<file path="src/rtl/gcnt_pkg.sv">
package gcnt_pkg;

    localparam int REG_AW = 12;

    localparam logic [REG_AW-1:0] OFS_CFG  = 12'h000;
    localparam logic [REG_AW-1:0] OFS_LO   = 12'h010;
    localparam logic [REG_AW-1:0] OFS_HI   = 12'h014;
    localparam logic [REG_AW-1:0] OFS_ULO  = 12'h800;
    localparam logic [REG_AW-1:0] OFS_UHI  = 12'h804;

    localparam int STOP_BIT   = 28;
    localparam int SRC_LSB    = 16;
    localparam int SRC_W      = 8;
    localparam int PROC_LSB   = 0;
    localparam int PROC_W     = 6;

    typedef enum logic [2:0] {
        SEL_NONE,
        SEL_CFG,
        SEL_LO,
        SEL_HI,
        SEL_ULO,
        SEL_UHI
    } reg_sel_e;

endpackage

</file>
<file path="src/rtl/gcnt_addr_dec.sv">
module gcnt_addr_dec
    import gcnt_pkg::*;
#(
    parameter int ADDR_W = 12
) (
    input  logic [ADDR_W-1:0] addr,
    output reg_sel_e          sel
);
    always_comb begin
        sel = SEL_NONE;
        if (addr == ADDR_W'(OFS_CFG)) sel = SEL_CFG;
        if (addr == ADDR_W'(OFS_LO))  sel = SEL_LO;
        if (addr == ADDR_W'(OFS_HI))  sel = SEL_HI;
        if (addr == ADDR_W'(OFS_ULO)) sel = SEL_ULO;
        if (addr == ADDR_W'(OFS_UHI)) sel = SEL_UHI;
    end
endmodule

</file>
<file path="src/rtl/gcnt_core.sv">
module gcnt_core #(
    parameter int CNT_W = 32
) (
    input  logic             clk,
    input  logic             rst_n,
    input  logic             cfg_wr,
    input  logic             stop_wval,
    input  logic             load_wr,
    input  logic [CNT_W-1:0] load_val,
    output logic             stop_o,
    output logic [CNT_W-1:0] count_o
);
    typedef struct packed {
        logic             stop;
        logic [CNT_W-1:0] count;
    } core_st_t;

    localparam core_st_t RST_ST = '{stop: 1'b0, count: '0};

    core_st_t st_d, st_q;

    always_comb begin
        st_d = st_q;
        // count follows the stop state held before this edge
        if (!st_q.stop) begin
            st_d.count = st_q.count + CNT_W'(1);
        end else if (load_wr) begin
            st_d.count = load_val;
        end
        if (cfg_wr && (stop_wval != st_q.stop)) begin
            st_d.stop = stop_wval;
        end
    end

    always_ff @(posedge clk or negedge rst_n) begin
        if (!rst_n) st_q <= RST_ST;
        else        st_q <= st_d;
    end

    assign stop_o  = st_q.stop;
    assign count_o = st_q.count;
endmodule

</file>
<file path="src/rtl/gcnt_rdmux.sv">
module gcnt_rdmux
    import gcnt_pkg::*;
#(
    parameter int CNT_W    = 32,
    parameter int NUM_SRC  = 256,
    parameter int NUM_PROC = 4
) (
    input  reg_sel_e         sel,
    input  logic             stop,
    input  logic [CNT_W-1:0] count,
    output logic [31:0]      rdata
);
    localparam logic [SRC_W-1:0]  SRC_CODE  = SRC_W'(NUM_SRC / 8 - 1);
    localparam logic [PROC_W-1:0] PROC_CODE = PROC_W'(NUM_PROC);

    logic [31:0] cfg_word;

    always_comb begin
        cfg_word = '0;
        cfg_word[STOP_BIT]                 = stop;
        cfg_word[SRC_LSB +: SRC_W]         = SRC_CODE;
        cfg_word[PROC_LSB +: PROC_W]       = PROC_CODE;
    end

    always_comb begin
        unique case (sel)
            SEL_CFG:         rdata = cfg_word;
            SEL_LO, SEL_ULO: rdata = 32'(count);
            default:         rdata = '0;
        endcase
    end
endmodule

</file>
<file path="src/rtl/gcnt_shared_timer.sv">
module gcnt_shared_timer
    import gcnt_pkg::*;
#(
    parameter int ADDR_W   = 12,
    parameter int CNT_W    = 32,
    parameter int NUM_SRC  = 256,
    parameter int NUM_PROC = 4
) (
    input  logic              clk,
    input  logic              rst_n,
    input  logic              bus_wr,
    input  logic [ADDR_W-1:0] bus_addr,
    input  logic [31:0]       bus_wdata,
    output logic [31:0]       bus_rdata,
    output logic [CNT_W-1:0]  cnt_o
);
    reg_sel_e   acc_sel;
    logic       run_stop;
    logic       cfg_wr;
    logic       lo_wr;

    gcnt_addr_dec #(.ADDR_W(ADDR_W)) u_dec (
        .addr (bus_addr),
        .sel  (acc_sel)
    );

    assign cfg_wr = bus_wr && (acc_sel == SEL_CFG);
    assign lo_wr  = bus_wr && (acc_sel == SEL_LO);

    gcnt_core #(.CNT_W(CNT_W)) u_core (
        .clk       (clk),
        .rst_n     (rst_n),
        .cfg_wr    (cfg_wr),
        .stop_wval (bus_wdata[STOP_BIT]),
        .load_wr   (lo_wr),
        .load_val  (CNT_W'(bus_wdata)),
        .stop_o    (run_stop),
        .count_o   (cnt_o)
    );

    gcnt_rdmux #(
        .CNT_W    (CNT_W),
        .NUM_SRC  (NUM_SRC),
        .NUM_PROC (NUM_PROC)
    ) u_rd (
        .sel   (acc_sel),
        .stop  (run_stop),
        .count (cnt_o),
        .rdata (bus_rdata)
    );
endmodule

</file>
<file path="config.mk">
export PLATFORM = sky130hd
export DESIGN_NAME = gcnt_shared_timer
export DESIGN_NICKNAME = d
export VERILOG_FILES = /design/src/rtl/gcnt_pkg.sv /design/src/rtl/gcnt_addr_dec.sv /design/src/rtl/gcnt_core.sv /design/src/rtl/gcnt_rdmux.sv /design/src/rtl/gcnt_shared_timer.sv
export SDC_FILE = /design/constraint.sdc
export NUM_CORES = 1
export LEC_CHECK = 0
export BUFFER_PORTS_ARGS = -buffer_cell sky130_fd_sc_hd__clkbuf_2
export CORE_ASPECT_RATIO = 1.1
export CORE_UTILIZATION = 41
export DETAILED_ROUTE_END_ITERATION = 7
export GPL_TIMING_DRIVEN = 1
export PLACE_DENSITY = 0.71
export SLEW_MARGIN = 20
export SYNTH_ARGS = -nofsm -noshare
export SYNTH_HDL_FRONTEND = slang
export SYNTH_SLANG_ARGS = --single-unit
</file>
<file path="constraint.sdc">
create_clock -name clk -period 2.4 [get_ports clk]
set_input_delay 0.6 -clock clk [delete_from_list [all_inputs] [get_ports clk]]
set_output_delay 0.6 -clock clk [all_outputs]
set_load 0.02 [all_outputs]
</file>
== Word level (Yosys, flattened, before mapping) ==
Cells that the tools add are included.
Word-level totals
  output and inout port bits: 64
  register bits: 33
Cells by class
  reduce and logical (&&, ||, !) cells: 5
  equality and inequality tests: 9
  mux-type cells: 8
  add/sub/neg operators: 1
Operator list (number)
  32-bit 2-to-1 mux: 2
  32-bit case mux with 2 select lines: 1
  32-bit by 1-bit adder with 32-bit output (second input constant): 1
  12-bit == test (second input constant): 2
  12-bit by 5-bit == test with 1-bit output (second input constant): 2
  12-bit logical NOT: 1
  3-bit 2-to-1 mux: 2
  2-bit 2-to-1 mux: 2
  3-bit by 1-bit == test with 1-bit output (second input constant): 1
  3-bit by 2-bit == test with 1-bit output (second input constant): 1
  3-bit == test (second input constant): 1
  1-bit logical AND: 3
  2-bit inequality test (second input constant): 1
  2-bit OR reduction: 1
  1-bit 2-to-1 mux: 1
  1-bit inequality test: 1

== Longest topological paths before layout ==
  depth after elaboration: 10
  mapped depth: 7
  mapped depth without buffers: 6

== By module ==
A second synthesis with hierarchy kept.
Second synthesis, totals
  cells, all modules: 278
  area, all modules: 2573.7 µm²
Modules (own cells, without submodules)
  gcnt_core: times used 1, area an instance 1975.6 µm², seq. area each 825.8 µm², cells each 216
  gcnt_rdmux: times used 1, area an instance 489.2 µm², seq. area each 0.0 µm², cells each 50
  gcnt_addr_dec: times used 1, area an instance 83.8 µm², seq. area each 0.0 µm², cells each 10
  gcnt_shared_timer: times used 1, area an instance 25.0 µm², seq. area each 0.0 µm², cells each 2

== Worst setup path before layout ==
No wires, ideal clock.
  kind: in2out
  from: input bus_addr[10]
  to: output bus_rdata[28]
  path buffers: 1
  arrival: 1.881 ns
  data required time: 1.800 ns
  cell stages on the path: 5
  slack: -0.081 ns
  cell sequence: nor4_4 -> nand3_1 -> or3_1 -> clkbuf_1 -> o21ai_1
Between the ends
  word-level cells in the longest chain between the ends: 9
  elaborated cells between the ends (all ways): 15
  those cells by class: eq/ne (7); mux (6); reduce/logical (2)
Ends and longest elaborated chain
  start: declaration: RTL line gcnt_shared_timer.sv:12  | input logic [ADDR_W-1:0] bus_addr,
  12-bit logical NOT: RTL line gcnt_addr_dec.sv:11  | if (addr == ADDR_W'(OFS_CFG)) sel = SEL_CFG;
  1-bit 2-to-1 mux: RTL line gcnt_addr_dec.sv:11
  2-bit 2-to-1 mux: RTL line gcnt_addr_dec.sv:12  | if (addr == ADDR_W'(OFS_LO)) sel = SEL_LO;
  2-bit 2-to-1 mux: RTL line gcnt_addr_dec.sv:13  | if (addr == ADDR_W'(OFS_HI)) sel = SEL_HI;
  3-bit 2-to-1 mux: RTL line gcnt_addr_dec.sv:14  | if (addr == ADDR_W'(OFS_ULO)) sel = SEL_ULO;
  3-bit 2-to-1 mux *: RTL line gcnt_addr_dec.sv:15  | if (addr == ADDR_W'(OFS_UHI)) sel = SEL_UHI;
  3-bit by 2-bit == test with 1-bit output / 3-bit == test (equally long branches): RTL line gcnt_rdmux.sv:26  | unique case (sel)
  2-bit OR reduction: RTL line gcnt_rdmux.sv:26
  32-bit case mux with 2 select lines *: RTL line gcnt_rdmux.sv:26
  end: declaration: RTL line gcnt_shared_timer.sv:14  | output logic [31:0] bus_rdata,
Mark *: on every way between the ends. The rest lies on a longest branch, timed or not.

== Final worst setup path ==
  from: input bus_addr[2]
  to: output bus_rdata[2]
Same word-level chain as after synthesis.

==> results.cfg <==
[routing]
routedWlPerCell_um = 16.1
vias_per_cell = 5.63
dr.pass1.iters = 4
ant_nets = 0
vias = 2789
drcViolationCount = 0
drtIter0Drc = 203
routed_wl_um = 7990

[clocking]
numCtsBuffers = 5
cts_root_buffer = clkbuf_8
cts.path.max_buffers = 2
cts_tree = built
cts.clk_slew.worst_paths_ps = 70
clk_latency_ps = 290
cts.sinks = 33
cts_max_level = 2

[sta]
rsz0062_at_grt = true
setup_viol = 31
finalSetupTns_ps = -1740
relSlewSlack = 0.644
worst_pin_slew_ps = 533
setup_slack_ps = -138
fmax_mhz = 394
period_share = 1.06
layout_min_cycle_time_ps = 2540
slew_violations = 0
hold_viol = 0
skew_ps = 6.97

[power]
p_int_uw = 1130
power_frac_seq = 0.445
p_leak_uw = 0.00181
powerDensity_mw_per_mm2 = 461
clkPwrFrac = 0.325
peakVddDrop_uv = 374
swShare = 0.342
switchingPower_uw = 586
fin_total_pwr_uw = 1710
comb_power_share = 0.230

[synthesis]
synthesis.area_sq_mm = 0.00245
synth_edf_count = 0
synth.avg_cell_area_sq_um = 8.41
synth_seq_cells = 33
ys_types = 55
async_reset_ff_frac = 1.00
synth_top_flop_cell = dfrtp_1
ys_warn_count = 0
synth_nets = 340
syn_inst = 292
ys_seq_area_frac = 0.336

[outcome]
violations = negative setup slack
status = finished, violations left

[finish]
fin_cells = 495
syn2layout_area_growth_pct = 51.3
final_nets = 465
antenna_cells = 0
drive_gt1_frac = 0.474

[worst_setup_path]
cp_max_fo = 6
cp-end-kind = primary output
worstPathRequired_ps = 1800
worstPathArrival_ps = 1940
setup.worst_path.start_class = input pin
critical_path_class = input pin to primary output

[job]
drv_cap = 0

[die]
dieArea_sq_mm = 0.00630
core_area_sq_mm = 0.00577
chipHeight_um = 83.2
die_w_um = 75.8
fp-row-count = 29
start_util = 0.426
ios = 111

[placed_design]
place_inst = 480
hpwl_um = 5400
place_congestion = 0.837
io_buffers = 110

[global_routing]
antenna_found_initial = 0
grt_max_degree = 21
first_global_vias = 2540
grt_pass1_wl_um = 11900
overflow = 0
grt_usage = 0.245

[hold_path]
hold_path.class = input pin to async pin
-- registers in the layout, indices dropped and copies added (netlist names) --
register / flops
u_core.count_o: 32
u_core.stop_o: 1
-- cell type report --
| cell class | instances | area (sq um) |
|---|---|---|
| clock buffers | 7 | 86.3 |
| well taps | 77 | 96.3 |
| inverters | 5 | 18.8 |
| multi-input cells | 237 | 1630 |
| repair buffers | 135 | 1030 |
| fillers | 506 | 2050 |
| clock inverters | 1 | 30.0 |
| flip-flops and latches | 33 | 826 |
-- layout by cell type, fill, tap and decap left out, types with 4 or more instances in the layout --
cell type	n
inv_1	5
clkbuf_2	76
and3_1	4
o22ai_1	5
buf_4	16
buf_6	33
and2_4	23
nand4_1	8
a21oi_1	11
o21a_1	4
nor3_1	12
nor2_1	32
a31oi_1	4
nand2_1	29
o21ai_0	6
dfrtp_1	33
nand3_1	16
nor3_2	4
nand2_2	4
and4_1	4
clkbuf_8	11
a32oi_1	4
mux2i_1	9
a21o_1	5
-- logic make-up (layout without fill, tap and decap cells) --
group,count (synthesis),after routing,share of synthesized area
AND/OR/NAND/NOR,162,162,0.385
AO/OA/AOI/OAI,62,62,0.180
flip-flops,33,33,0.336
buffers and inverters,22,148,0.0448
multiplexers,10,10,0.0413
XOR/XNOR,2,2,0.00714
adder cells (fa/ha/maj),1,1,0.00510
-- critical path, cell delays in order --
cell and delay [ps]:
buf_6 100, nor4_4 290, nand3_2 180, or3_4 380
buf_6 160, nand2_1 80, clkbuf_8 150
-- per-layer routing --
metal	wire length [um]	vias to the layer above	global-route usage
met3	464	15	0.0400
met1	3390	1339	0.321
li1	-	1314	-
met5	0	-	0
met2	4010	121	0.398
met4	122	0	0.0892
-- cell usage after synthesis, drive strengths merged (9+ instances only) --
| cell | n | share of area |
|---|---|---|
| and2 | 25 | 0.064 |
| mux2i | 9 | 0.037 |
| nand2 | 33 | 0.050 |
| nand3 | 19 | 0.043 |
| a21oi | 13 | 0.030 |
| nand4 | 9 | 0.025 |
| buf | 12 | 0.030 |
| nor2 | 33 | 0.050 |
| nor3 | 19 | 0.056 |
| o21ai | 9 | 0.018 |
| dfrtp | 33 | 0.34 |
-- final timing paths --
check,to,cells after the start,from,slack (ps)
max in group asynchronous,u_core.count_o[20],2,rst_n,1560
worst min-delay path,u_core.count_o[17],1,rst_n,220
worst max register to register,u_core.count_o[22],6,u_core.count_o[0],410
worst min register to register,u_core.count_o[4],1,u_core.count_o[4],600
worst max-delay path,bus_rdata[2],7,bus_addr[2],-140
min in group clk,u_core.count_o[11],2,bus_wdata[11],510
-- stage by stage --
stage / hold slack, ps / util / cell area [sq um] / worst slack [ps]
2_1_floorplan: 304 / - / 2460 / 13.0
3_3_place_gp: 533 / 0.548 / 3160 / -136
3_5_place_dp: 537 / 0.548 / 3160 / -168
4_1_cts: 226 / 0.582 / 3360 / -68.5
5_1_grt: 238 / 0.644 / 3710 / -165
6_report: 216 / 0.644 / 3710 / -138
-- what timing repair did --
item / 4_1_cts / 5_1_grt
hold buffers: 0 / 0
resized for setup: 14 / 114
gates cloned: 0 / 4
setup endpoints to repair: 30 / 31
setup buffers: 1 / 2
pin swaps: 2 / 0
-- power groups by stage --
stage / clock network (uW) / logic (uW) / registers (uW)
2_1_floorplan: 0 / 169 / 814
3_3_place_gp: 0 / 379 / 761
3_5_place_dp: 0 / 386 / 765
4_1_cts: 560 / 389 / 755
5_1_grt: 587 / 435 / 779
6_report: 557 / 394 / 762
Note: power is estimated with default switching activity, not from simulation.
